--- config.mk ---
export PLATFORM = sky130hd
export DESIGN_NAME = pulse_steer_top
export DESIGN_NICKNAME = d
export VERILOG_FILES = /design/src/rtl/pulse_steer_pkg.sv /design/src/rtl/pulse_timer.sv /design/src/rtl/pulse_router.sv /design/src/rtl/pulse_steer_top.sv
export SDC_FILE = /design/constraint.sdc
export NUM_CORES = 1
export LEC_CHECK = 0
export BUFFER_PORTS_ARGS = -buffer_cell sky130_fd_sc_hd__buf_2
export CORE_AREA = 2 2 67 53
export DETAILED_ROUTE_END_ITERATION = 8
export DIE_AREA = 0 0 69 55
export PLACE_DENSITY = 0.68
export SLEW_MARGIN = 20
export SYNTH_ARGS = -nofsm -noshare
export SYNTH_HDL_FRONTEND = slang
export SYNTH_HIERARCHICAL = 1
export SYNTH_SLANG_ARGS = --single-unit
--- constraint.sdc ---
create_clock -name clk -period 2.25 [get_ports clk]
set_input_delay 0.45 -clock clk [delete_from_list [all_inputs] [get_ports clk]]
set_output_delay 0.45 -clock clk [all_outputs]
set_load 0.02 [all_outputs]
--- src/rtl/pulse_steer_pkg.sv ---
package pulse_steer_pkg;

    typedef enum logic [1:0] {
        PH_IDLE = 2'd0,
        PH_ON   = 2'd1,
        PH_REC  = 2'd2
    } phase_e;

    typedef struct packed {
        logic a;
        logic b;
    } drive_t;

    // Channel enables for one pulse: unison fires both, otherwise sel picks.
    function automatic drive_t pick_drive(input logic sel, input logic uni);
        drive_t d;
        d.a = uni | ~sel;
        d.b = uni | sel;
        return d;
    endfunction

endpackage

--- src/rtl/pulse_timer.sv ---
module pulse_timer
    import pulse_steer_pkg::*;
#(
    parameter int CNT_W = 8
) (
    input  logic             clk,
    input  logic             rst,
    input  logic             start_i,
    input  logic             lock_i,
    input  logic             abort_i,
    input  logic [CNT_W-1:0] on_cnt_i,
    input  logic [CNT_W-1:0] dead_cnt_i,
    output logic             launch_o,
    output logic             end_o,
    output logic             on_next_o,
    output logic             busy_o
);

    localparam logic [CNT_W-1:0] ZERO = '0;

    phase_e           ph_q, ph_d;
    logic [CNT_W-1:0] cnt_q, cnt_d;
    logic [CNT_W-1:0] dead_q, dead_d;

    // Index of the last cycle of an interval; a zero count behaves as one.
    function automatic logic [CNT_W-1:0] last_idx(input logic [CNT_W-1:0] c);
        return (c == ZERO) ? ZERO : c - 1'b1;
    endfunction

    assign launch_o = (ph_q == PH_IDLE) && start_i && !lock_i && !abort_i;

    always_comb begin
        ph_d   = ph_q;
        cnt_d  = cnt_q;
        dead_d = dead_q;
        end_o  = 1'b0;
        if (lock_i) begin
            ph_d  = PH_IDLE;
            cnt_d = ZERO;
        end else begin
            case (ph_q)
                PH_IDLE: begin
                    if (launch_o) begin
                        ph_d   = PH_ON;
                        cnt_d  = last_idx(on_cnt_i);
                        dead_d = dead_cnt_i;
                    end
                end
                PH_ON: begin
                    if (abort_i || cnt_q == ZERO) begin
                        ph_d  = PH_REC;
                        cnt_d = last_idx(dead_q);
                        end_o = 1'b1;
                    end else begin
                        cnt_d = cnt_q - 1'b1;
                    end
                end
                PH_REC: begin
                    if (cnt_q == ZERO) ph_d = PH_IDLE;
                    else               cnt_d = cnt_q - 1'b1;
                end
                default: ph_d = PH_IDLE;
            endcase
        end
    end

    always_ff @(posedge clk) begin
        if (rst) begin
            ph_q   <= PH_IDLE;
            cnt_q  <= ZERO;
            dead_q <= ZERO;
        end else begin
            ph_q   <= ph_d;
            cnt_q  <= cnt_d;
            dead_q <= dead_d;
        end
    end

    assign on_next_o = (ph_d == PH_ON);
    assign busy_o    = (ph_q != PH_IDLE);


    rec_no_relaunch_chk: assert property (@(posedge clk) disable iff (rst)
        (ph_q == PH_REC) |=> (ph_q != PH_ON));

endmodule

--- src/rtl/pulse_router.sv ---
module pulse_router
    import pulse_steer_pkg::*;
(
    input  logic   clk,
    input  logic   rst,
    input  logic   lock_i,
    input  logic   launch_i,
    input  logic   end_i,
    input  logic   on_next_i,
    input  logic   unison_i,
    output drive_t drv_o
);

    logic   sel_q;
    logic   uni_q;
    logic   uni_n;
    drive_t en;

    assign uni_n = launch_i ? unison_i : uni_q;
    assign en    = pick_drive(sel_q, uni_n);

    always_ff @(posedge clk) begin
        if (rst || lock_i) begin
            sel_q <= 1'b0;
            uni_q <= 1'b0;
            drv_o <= '0;
        end else begin
            if (end_i) sel_q <= ~sel_q;
            uni_q   <= uni_n;
            drv_o.a <= on_next_i & en.a;
            drv_o.b <= on_next_i & en.b;
        end
    end


    alt_excl_chk: assert property (@(posedge clk) disable iff (rst)
        !uni_q |-> !(drv_o.a && drv_o.b));


    unison_pair_chk: assert property (@(posedge clk) disable iff (rst)
        uni_q |-> (drv_o.a == drv_o.b));

endmodule

--- src/rtl/pulse_steer_top.sv ---
module pulse_steer_top
    import pulse_steer_pkg::*;
#(
    parameter int CNT_W = 8
) (
    input  logic             clk,
    input  logic             rst,
    input  logic             start_i,
    input  logic             unison_i,
    input  logic [CNT_W-1:0] on_cnt_i,
    input  logic [CNT_W-1:0] dead_cnt_i,
    input  logic             lockout_i,
    input  logic             abort_i,
    output logic             drv_a_o,
    output logic             drv_b_o,
    output logic             busy_o
);

    logic   launch, pend, on_next;
    drive_t drv;

    pulse_timer #(.CNT_W(CNT_W)) u_timer (
        .clk        (clk),
        .rst        (rst),
        .start_i    (start_i),
        .lock_i     (lockout_i),
        .abort_i    (abort_i),
        .on_cnt_i   (on_cnt_i),
        .dead_cnt_i (dead_cnt_i),
        .launch_o   (launch),
        .end_o      (pend),
        .on_next_o  (on_next),
        .busy_o     (busy_o)
    );

    pulse_router u_router (
        .clk       (clk),
        .rst       (rst),
        .lock_i    (lockout_i),
        .launch_i  (launch),
        .end_i     (pend),
        .on_next_i (on_next),
        .unison_i  (unison_i),
        .drv_o     (drv)
    );

    assign drv_a_o = drv.a;
    assign drv_b_o = drv.b;


    lockout_safe_chk: assert property (@(posedge clk) disable iff (rst)
        lockout_i |=> (!drv_a_o && !drv_b_o && !busy_o));


    abort_cut_chk: assert property (@(posedge clk) disable iff (rst)
        ((drv_a_o || drv_b_o) && abort_i) |=> (!drv_a_o && !drv_b_o));


    drive_in_busy_chk: assert property (@(posedge clk) disable iff (rst)
        (drv_a_o || drv_b_o) |-> busy_o);

endmodule

# Word-level counts from Yosys, hierarchy flattened
# Cells that the tools add are included.
# classes
addsub	3
eq_ne	5
mux	15
n_bitwise	6
reduce_logical	16
# ops
cell	n
two-way mux 8 bit	5
logical NOT 8 bit	3
case mux 8 bit (3 select lines)	1
subtractor 8 x 1 -> 8 bit (second input constant)	3
two-way mux 2 bit	4
case mux 2 bit (3 select lines)	1
AND reduction 3 bit	2
equality test 2 x 1 -> 1 bit (second input constant)	2
two-way mux 1 bit	4
logical AND 1 bit	3
nonzero test 3 bit	1
AND 1 bit	2
equality test 2 bit (second input constant)	1
logical NOT 1 bit	2
logical NOT 2 bit	1
logical OR 1 bit	2
!= test 2 x 1 -> 1 bit (second input constant)	1
!= test 2 bit (second input constant)	1
NOT 1 bit	2
bitwise OR 1 bit	2
nonzero test 2 bit	1
OR reduction 2 bit	1
# word_totals
reg_bits	22
input_bits	22
output_inout_bits	3
elab_cells	52

# Depth between registers and ports, before layout
# Gate-level depths: netlist of the first run.
# depth
depth_word	9
mapped_depth	10
mapped_depth_nobuf	9

# Hierarchy
# The synthesis of the first run kept the hierarchy.
# modules_own_cells
mod	instances	cells_each	area_each_um2	seq_area_each_um2
pulse_timer	1	175	1353.8	360.3
pulse_router	1	12	141.4	80.1

# Least setup slack after synthesis of the first run
# OpenSTA, ideal clock, no wires.
# synth_timing
path_kind	flip-flop to flip-flop
start	reg u_timer.ph_q[0]
end	reg u_router/drv_o[1] (netlist name)
setup_ps	112
arrival_time_ps	2028
t_required_ps	2138
path_slack_ps	110
stages_incl_launch_ff	11
path_buffers	1
synth_period_minus_slack_ps	2140
path_cell_list	dfxtp_1 inv_1 ha_1 or4bb_1 clkbuf_1 a21oi_1 o21ai_0 o21a_1 nor4_1 inv_1 a2111oi_1
# synth_between
elab_chain_cells	9
word_cells_on_any_way	15
cone_classes	3 x eq/ne; 6 x mux; 2 x bitwise; 4 x reduce/logical
# synth_rtl
item	line	source
from (decl)	pulse_timer.sv:21	phase_e ph_q, ph_d;
from (signal assigned)	pulse_timer.sv:73	ph_q <= ph_d;
logical NOT 2 bit	pulse_timer.sv:30, pulse_timer.sv:41	
logical AND 1 bit (3 in a row)	pulse_timer.sv:30	assign launch_o = (ph_q == PH_IDLE) && start_i && !lock_i && !abort_i;
two-way mux 2 bit	pulse_timer.sv:43	if (launch_o) begin
case mux 2 bit (3 select lines) *	pulse_timer.sv:41	case (ph_q)
two-way mux 2 bit *	pulse_timer.sv:37	if (lock_i) begin
equality test 2 x 1 -> 1 bit *	pulse_timer.sv:79	assign on_next_o = (ph_d == PH_ON);
via on_next	pulse_steer_top.sv:19	logic launch, pend, on_next;
AND 1 bit *	pulse_router.sv:30	drv_o.a <= on_next_i & en.a;
to (decl)	pulse_router.sv:11	output drive_t drv_o
# Mark *: on every way through the listed nets, which the timed path passes. The rest lies on a longest branch.
# A chain may end at the register's enable or synchronous reset.

# Final worst setup path of the first run
# layout_timing
start	reg u_timer.ph_q[1]
end	reg u_router/drv_o[0] (netlist name)
# layout_between
elab_chain_cells	9
word_cells_on_any_way	15
cone_classes	3 x eq/ne; 6 x mux; 2 x bitwise; 4 x reduce/logical
# layout_rtl
item	line	source
logical NOT 2 bit	pulse_timer.sv:30, pulse_timer.sv:41	
logical AND 1 bit (3 in a row)	pulse_timer.sv:30	
two-way mux 2 bit	pulse_timer.sv:43	
case mux 2 bit (3 select lines) *	pulse_timer.sv:41	
two-way mux 2 bit *	pulse_timer.sv:37	
equality test 2 x 1 -> 1 bit *	pulse_timer.sv:79	
via on_next	pulse_steer_top.sv:19	
AND 1 bit *	pulse_router.sv:31	drv_o.b <= on_next_i & en.b;
# Marks and branches as above.

==> results.md, run 1 <==
* Status: complete, no violations
* Worst-Skew Late Latency at 260 ps
* Synthesized cell area at 0.00150 mm²
* Post-cts resize count at 0
* Crit end category: flop
* P_leak at 0.742 nW
* Avg Inst Size Synth at 8.00 µm²
* Pwr dens at ~540 mW/mm²
* Overall Global Routing Usage at 18.9%
* Routed vias/inst at approximately 5.5
* CTS clock-pin slew for the worst setup and hold paths at 80 ps
* Final hold violation count at 0
* Routed Antenna Nets at 0
* Initial Utilization at 47.4%
* Final RePlAce weighted congestion at 0.922
* Wirelength per Cell at between 10 and 15 µm
* Ratio of cells with drive above 1 in the final layout at 22.0%
* CP startpoint kind: flop
* CP max FO at 4
* CTS tree: built
* Largest net degree at the start of global routing at 15
* H-tree depth at 1
* Initial DRC count at 87
* Via count of the routed design at 1428
* RSZ-0062 raised after global routing: yes
* Detailed Route WL at about 3800 µm
* Most common cell after layout, fill and taps aside: nand2_1
* Seq cells post-synth at 22
* Sequential area share after synthesis at between 20 and 30%
* Post-synth top area share at 29.5%
* Setup tns final at 0 ps
* First-pass GRT wire length at 5700 µm
* CTS root buf: clkbuf_8
* Final period util at 98.0%
* Antenna Cells at 0
* Largest area contributor in the netlist: dfxtp_1
* Total gr overflow at 0
* CP Data Required Time at 2400 ps
* Peak VDD IR at 0.315 mV
* Port bufs at 24
* Nets@finish at 251
* Crit path DAT at roughly 2400 ps
* Synthesized net count at around 220
* CTS Buf Count at 3
* Die area at between 0.003 and 0.004 mm²
* Synth async-reset ratio at 0%
* Drc violations at 0
* Yosys warnings at 6
* Antenna violations before repair at 0
* Num ports at 25
* FF+latch area at 442 µm²
* Mapped Cells at 187
* Post-detail-place hpwl at 2790 µm
* Hold Path Class: primary input to flop
* CTS hold repair buffers at 0
* Fmax at around 450 MHz
* Most frequent cells in the layout: nand2_1, buf_2, dfxtp_1, a21oi_1, inv_1
* Fin. max-slew vios at 0
* # Post-CTS Setup Buffers at 0
* Die height at 55 µm
* CTS sink count at 22
* Final Power at ~1000 µW
* Synth cell types at 37
* Leading post-synthesis cells by cell area: dfxtp_1, ha_1, nand2_1
* CTS max path bufs at 2
* Number of synthesized flops with an enable pin at 0
* Fillers at roughly 300
* FP Rows at 18
* Number of global-route vias before repair at 1258
* Kind of critical path: flop to flop
* Max cap viols at 0
* Worst Tran Pin Value at 629 ps
* Fin crit period at 2210 ps
* Core box area at between 0.003 and 0.004 mm²
* Final Skew at 4.93 ps
* Die Width at 69 µm
* Max_slew headroom at 57.9%
* Synth Flop Type: dfxtp_1
* # setup viols final at 0
* First-pass iteration count of the detailed router at 4
* Multi-input gate area at just over 0.001 mm²
* Area added between synthesis and finish at 20.8%
* Final hold slack at 417 ps
metrics by stage:
step	instance area, µm²	util (%)	cells	worst slack [ps]
6_report	1810	57.3	258	44.1
3_3_place_gp	1700	53.8	254	115
5_1_grt	1810	57.3	258	-81.7
4_1_cts	1770	56.1	258	22.9
3_5_place_dp	1700	53.8	254	18.4
2_1_floorplan	1500	-	187	110
synth_stat cells (all sizes together), types with 3 or more instances:
cell,n
nand2,27
ha,10
xnor2,9
nor4,5
o21ai,10
xor2,8
nor3,7
inv,16
mux2i,3
o21a,4
a31oi,6
a21oi,17
dfxtp,22
nor3b,5
nor2,13
cell type report:
class | count | area share, %
timing repair buffer | 30 | 9.35
inverter | 17 | 3.53
sequential | 22 | 24.4
clock inverter | 1 | 1.66
clock buffer | 3 | 2.29
tap | 40 | 2.77
multi-input combinational | 145 | 56.0
layer usage:
metal / vias to the layer above / track usage [%] / routed length [µm]
li1: 722 / - / -
met1: 675 / 25.3 / 1800
met2: 31 / 32.7 / 1810
met3: 0 / 4.71 / 208
met4: 0 / 1.96 / 0
met5: - / 0 / 0
critical path: stages, from the launching register on:
cell       delay (ps)
dfxtp_1           350
inv_1             130
ha_4              170
or4bb_4           490
a21oi_1           150
o21ai_0           100
o21a_1            130
nor4_2            220
inv_1             120
a2111oi_2         240
sequential cells by signal, indices dropped and copies added (netlist names):
| name | count |
|---|---|
| u_router/uni_q | 1 |
| u_router/drv_o | 2 |
| u_router/sel_q | 1 |
| u_timer/cnt_q | 8 |
| u_timer/ph_q | 2 |
| u_timer/dead_q | 8 |
final timing paths:
kind | startpoint | end | slack (ps) | cells past startpoint
min | dead_cnt_i[1] | u_timer/dead_q[1]$_SDFFE_PP0P_ | 420 | 3
min reg2reg | u_timer/dead_q[5]$_SDFFE_PP0P_ | u_timer/dead_q[5]$_SDFFE_PP0P_ | 490 | 2
max reg2reg | u_timer/ph_q[1]$_SDFF_PP0_ | u_router/drv_o[0]$_SDFF_PP0_ | 40 | 9
max | u_timer/ph_q[1]$_SDFF_PP0_ | u_router/drv_o[0]$_SDFF_PP0_ | 40 | 9
where the power goes:
part | leakage, nW | switching [mW] | internal [mW] | total (mW)
clock network | 0.0357 | 0.129 | 0.238 | 0.367
logic | 0.528 | 0.110 | 0.0916 | 0.202
registers | 0.179 | 0.0129 | 0.400 | 0.412
total | 0.742 | 0.253 | 0.729 | 0.981
kinds of logic after synthesis:
group	count (synthesis)	synth area share (%)
and+or+nand+nor	64	21.8
AOI/OAI and AO/OA	50	22.5
DFF	22	29.5
buffers and inverters	20	5.10
xor gates and xnor gates	17	9.96
adders and majority gates	10	8.37
muxes	4	2.76
Note: power is estimated with default switching activity, not from simulation.
==> run 2: changes to the inputs <==
- CORE_AREA: 2 2 67 53 -> 2 2 58 60
- DIE_AREA: 0 0 69 55 -> 0 0 60 62
- PLACE_DENSITY: 0.68 -> 0.69
- SKIP_LAST_GASP: default -> 1
==> run 2 against run 1 <==
Compared with the run above:
- wire length fell by 16%
- die area fell by 2.0%
- clock skew grew 2.2 ps
- critical endpoint is now u_timer/cnt_q[1]$_SDFFE_PP0P_
==> results.md, run 2 (synthesized netlist as in run 1, its figures left out) <==
* Status: complete, no violations
* CP startpoint kind: flop
* CTS max path bufs at 2
* Crit path DAT at 2390 ps
* CP Data Required Time at roughly 2500 ps
* Worst Path Buf+Inv at 2
* Die height at 62 µm
* Via count of the routed design at 1388
* DP Area at ~0.0017 mm²
* Most frequent cells in the layout: nand2_1, buf_2, dfxtp_1, a21oi_1, inv_1
* Cell area after layout at roughly 0.0018 mm²
* Die area at 0.00372 mm²
* Final Util at 55.4%
* Worst Reg-to-Reg Cells at 7
* CTS Buf Count at 3
* CP max FO at 5
* Top flop regs: u_timer/cnt_q (8), u_timer/dead_q (8)
* Multi-input gate area at roughly 1000 µm²
* H-tree depth at 1
* Peak VDD IR at roughly 0.36 mV
* Fin. max-slew vios at 0
* CTS hold repair buffers at 0
* CTS clock-pin slew for the worst setup and hold paths at 120 ps
* Port bufs at 24
* WP depth at 7
* P_leak at 0.727 nW
* Hold Path Class: primary input to flop
* Final Skew at roughly 7 ps
* Nets@finish at 253
* CTS tree: built
* CTS root buf: clkbuf_4
* Worst-Skew Late Latency at ~300 ps
* Final hold slack at 372 ps
* First-pass GRT wire length at between 5000 and 6000 µm
* Antenna violations before repair at 0
* Num ports at 25
* Routed vias/inst at 5.24
* Ratio of cells with drive above 1 in the final layout at between 20% and 30%
* Area added between synthesis and finish at 17.8%
* RSZ-0062 raised after global routing: yes
* Antenna Cells at 0
* Overall Global Routing Usage at 18.9%
* Pwr dens at 442 mW/mm²
* Kind of critical path: flop to flop
* Fmax at 467 MHz
* Max_slew headroom at 60.2%
* Wirelength per Cell at ~12 µm
* Combinational Power Share at approximately 25%
* Detailed Route WL at 3220 µm
* Clock group share of total power at roughly 22%
* Slowest CP cell: or4bb_4
* Crit-path cells: inv_1 > ha_2 > or4bb_4 > a221oi_2 > buf_4 > mux2i_1 > o311a_1
* Post-detail-place hpwl at between 2000 and 2500 µm
* Critical path's top delay family: compound AO/OA/AOI/OAI gates
* Worst Tran Pin Value at around 600 ps
* FF+latch area at approximately 440 µm²
* Initial DRC count at 46
* Crit end category: flop
* Final RePlAce weighted congestion at 0.852
* Final hold violation count at 0
* Die Width at around 60 µm
* Max cap viols at 0
* Final period util at 95.2%
* FP Rows at 21
* Largest net degree at the start of global routing at 15
* Fin crit period at between 2000 and 2500 ps
* Number of global-route vias before repair at between 1000 and 1500
* # setup viols final at 0
* Initial Utilization at 47.0%
* # Post-CTS Setup Buffers at 0
* Total gr overflow at 0
* Most common cell after layout, fill and taps aside: nand2_1
* Net Sw Frac at ~29%
* Routed Antenna Nets at 0
* Core box area at 0.00318 mm²
* Hold depth at 3
* CTS sink count at 22
* First-pass iteration count of the detailed router at 4
* Fillers at 320
* Net Switching at 225 µW
* Drc violations at 0
* Slowest stage delay, CP at 490 ps
* Seq pwr share at a little over half
* Power Internal at 554 µW
run 2: cell count changes in the layout (fill, tap and decap cells not counted), sizes merged:
cell,previous run,this run
bufinv,1,0
buf,30,32
run 2: path summary, 6_finish.rpt:
path,start,endpoint,slack (ps)
worst max-delay path,u_timer/ph_q[1]$_SDFF_PP0_,u_timer/cnt_q[1]$_SDFFE_PP0P_,110
worst min-delay path,dead_cnt_i[1],u_timer/dead_q[1]$_SDFFE_PP0P_,370
worst max register to register,u_timer/ph_q[1]$_SDFF_PP0_,u_timer/cnt_q[1]$_SDFFE_PP0P_,110
worst min register to register,u_timer/dead_q[7]$_SDFFE_PP0P_,u_timer/dead_q[7]$_SDFFE_PP0P_,500
run 2: final cells by class:
class | instances | area share (%)
well taps | 46 | 3.27
inverters | 17 | 3.62
clock buffers | 3 | 1.28
multi-input cells | 145 | 56.5
flip-flops and latches | 22 | 25.1
repair buffers | 32 | 10.2
run 2: power groups by stage:
stage	registers, mW	logic, mW	clock network, mW
2_1_floorplan	0.418	0.128	0
3_3_place_gp	0.420	0.187	0
3_5_place_dp	0.420	0.189	0
4_1_cts	0.412	0.189	0.183
5_1_grt	0.414	0.219	0.193
6_report	0.412	0.193	0.174
run 2: layer usage:
metal	share of wire, %	GRT usage, %
met3	2.9	3.73
met5	0	0
met2	46	30.7
met1	51	26.6
met4	0.43	2.86
run 2: metrics by stage:
step	setup TNS [ps]	cells	worst slack [ps]	total power, mW
after floorplan	0	187	110	0.546
after global placement	0	262	82.5	0.608
after detailed placement	0	262	38.1	0.609
final	0	265	108	0.779
after global routing	-102	265	-36.3	0.825
after CTS	0	265	55.3	0.784
run 2: worst reg2reg max path, delay by kind of cell (launching register included):
| family | cells | cell delay (ps) |
|---|---|---|
| flip-flops | 1 | 350 |
| buffers and inverters | 2 | 280 |
| AO/OA/AOI/OAI | 2 | 570 |
| AND/OR/NAND/NOR | 1 | 490 |
| multiplexers | 1 | 180 |
| adder cells (fa/ha/maj) | 1 | 220 |
run 2: timing repair:
action	in CTS	in global routing
hold endpoints to repair	0	0
endpoints found under the setup margin	0	8
resized for setup	0	5
==> run 3: changes to the inputs <==
- clock period: 2.25 -> 1.8 ns (I/O delays scaled with it)
==> run 3 against run 2 <==
Compared with the run above:
- the flow now finishes with violations (negative setup slack)
- hold slack worse by 100 ps
- utilization up 11 points
- via count up 8.3%
- critical path depth unchanged
- wire length up 11%
- global-route usage up 1.4 points
- sequential cell count unchanged
- first-iteration DRC count down 39%
- count of clock-buffer cells in the layout unchanged
- design area up 20%
- register-to-register slack worse by 350 ps
- critical endpoint is now u_timer/cnt_q[0]$_SDFFE_PP0P_
==> results.md, run 3 (synthesized netlist as in run 1, its figures left out) <==
* Wirelength per Cell at 12.0 µm
* Net Switching at 317 µW
* Die height at 62 µm
* Routed Antenna Nets at 0
* CP max FO at 6
* Worst-Skew Late Latency at 310 ps
* Initial DRC count at 28
* FF+latch area at 443 µm²
* CP Data Required Time at 2060 ps
* Number of global-route vias before repair at 1390
* Final Skew at 6.51 ps
* Final Power at 1.20 mW
* Clock group share of total power at around a third
* Peak VDD IR at 0.437 mV
* Setup tns final at -2700 ps
* Multi-input gate area at 0.00106 mm²
* Nets@finish at 285
* R2r setup slk at -250 ps
* CTS max path bufs at 2
* CTS hold repair buffers at 0
* Initial Utilization at 47.0%
* Most frequent cells in the layout: buf_4, nand2_1, buf_2, dfxtp_1, a21oi_1
* P_leak at roughly 0.91 nW
* Overall Global Routing Usage at 20.3%
* CTS Buf Count at 3
* CP startpoint kind: flop
* Cell area after layout at 0.00211 mm²
* Worst Reg-to-Reg Cells at 7
* Hold Path Class: primary input to flop
* Worst Hold Endpoint: u_timer/dead_q[5]$_SDFFE_PP0P_
* First-pass GRT wire length at 5780 µm
* Die area at 0.00372 mm²
* H-tree depth at 1
* RSZ-0062 raised after global routing: yes
* FP Rows at 21
* Power Internal at 884 µW
* Most common cell after layout, fill and taps aside: buf_4
* Crit end category: flop
* # setup viols final at 14
* Antenna Cells at 0
* Net Sw Frac at between 20% and 30%
* Fillers at 279
* Final period util at 114%
* Failing checks: negative setup slack
* Largest net degree at the start of global routing at 15
* RR Startpoint: u_timer/cnt_q[4]$_SDFFE_PP0P_
* Ratio of cells with drive above 1 in the final layout at 35.7%
* Antenna violations before repair at 0
* Max cap viols at 0
* Worst Tran Pin Value at 484 ps
* Via count of the routed design at 1503
* Fin. max-slew vios at 0
* Num ports at 25
* Combinational Power Share at 25.7%
* Top flop regs: u_timer/cnt_q (8), u_timer/dead_q (8)
* Final RePlAce weighted congestion at 0.819
* Hold path startpoint: dead_cnt_i[5]
* Detailed Route WL at 3580 µm
* Kind of critical path: flop to flop
* Crit path DAT at 2310 ps
* Area added between synthesis and finish at 41.2%
* Hold depth at 3
* Routed vias/inst at 5.04
* Fmax at 489 MHz
* Drc violations at 0
* Port bufs at 24
* CTS tree: built
* CTS sink count at 22
* Post-detail-place hpwl at 2710 µm
* Setup ws final at -247 ps
* Pwr dens at 569 mW/mm²
* Total gr overflow at 0
* Seq pwr share at a little over two fifths
* Final hold violation count at 0
* Max_slew headroom at 67.7%
* First-pass iteration count of the detailed router at 4
* CTS root buf: clkbuf_4
* CTS clock-pin slew for the worst setup and hold paths at about 130 ps
* Final Util at between 60% and 70%
* Fin crit period at just over 2000 ps
* Core box area at 0.00318 mm²
* Die Width at 60 µm
* DP Area at 0.00196 mm²
* Status: complete, but fails checks
* Worst R2R End: u_timer/cnt_q[0]$_SDFFE_PP0P_
==> run 3: changes by cell type in the layout (fill, tap and decap cells not counted), sizes merged <==
cell,change
buf,+32
bufinv,+1
==> run 3: routing by layer <==
layer	wire length [µm]	GRT usage (%)	up-vias
met5	0	0	-
met4	75	9.21	0
met3	84	1.45	8
met2	1760	36.0	25
met1	1660	25.2	678
li1	-	-	792
==> run 3: cell type report <==
type,count,share of cell area (%)
Tap cell,46,2.73
Timing Repair Buffer,64,20.6
Inverter,17,3.02
Clock buffer,3,1.07
Multi-Input combinational cell,145,50.1
Sequential cell,22,21.0
Clock inverter,1,1.42
==> run 3: metrics by stage <==
stage	setup slack (ps)	cells	hold slack, ps
finish	-247	298	267
floorplan	-291	187	431
detailed placement	-266	291	483
global route	-346	298	235
CTS	-232	296	251
global placement	-229	291	477
==> run 3: what timing repair did <==
action / CTS / global route
gates cloned: 0 / 0
endpoints found under the setup margin: 15 / 22
pin swaps: 11 / 7
resized for setup: 8 / 9
buffers inserted: 1 / 2
==> run 3: critical path: stages, from the launching register on <==
cell and delay (ps):
dfxtp_2 340, or4_4 550, nor4b_4 330, buf_4 220, a221oi_4 90, buf_6 140, mux2i_1 160, o311a_1 170
==> run 3: worst max path at each step <==
stage | from | end | depth (start not counted)
floorplan | u_timer/ph_q[1]$_SDFF_PP0_ | u_timer/cnt_q[0]$_SDFFE_PP0P_ | 6
global placement | u_timer/cnt_q[4]$_SDFFE_PP0P_ | u_router/drv_o[1]$_SDFF_PP0_ | 7
detailed placement | abort_i | u_timer/cnt_q[0]$_SDFFE_PP0P_ | 6
CTS | u_timer/cnt_q[4]$_SDFFE_PP0P_ | u_timer/cnt_q[3]$_SDFFE_PP0P_ | 6
global route | u_timer/cnt_q[4]$_SDFFE_PP0P_ | u_router/drv_o[1]$_SDFF_PP0_ | 7
finish | u_timer/cnt_q[4]$_SDFFE_PP0P_ | u_timer/cnt_q[0]$_SDFFE_PP0P_ | 7
==> run 3: power by group through the flow <==
| stage | clock network, mW | registers (mW) | logic [mW] |
|---|---|---|---|
| detailed placement | 0 | 0.522 | 0.282 |
| global placement | 0 | 0.522 | 0.280 |
| CTS | 0.395 | 0.512 | 0.295 |
| global route | 0.422 | 0.514 | 0.338 |
| finish | 0.381 | 0.512 | 0.309 |
| floorplan | 0 | 0.523 | 0.166 |
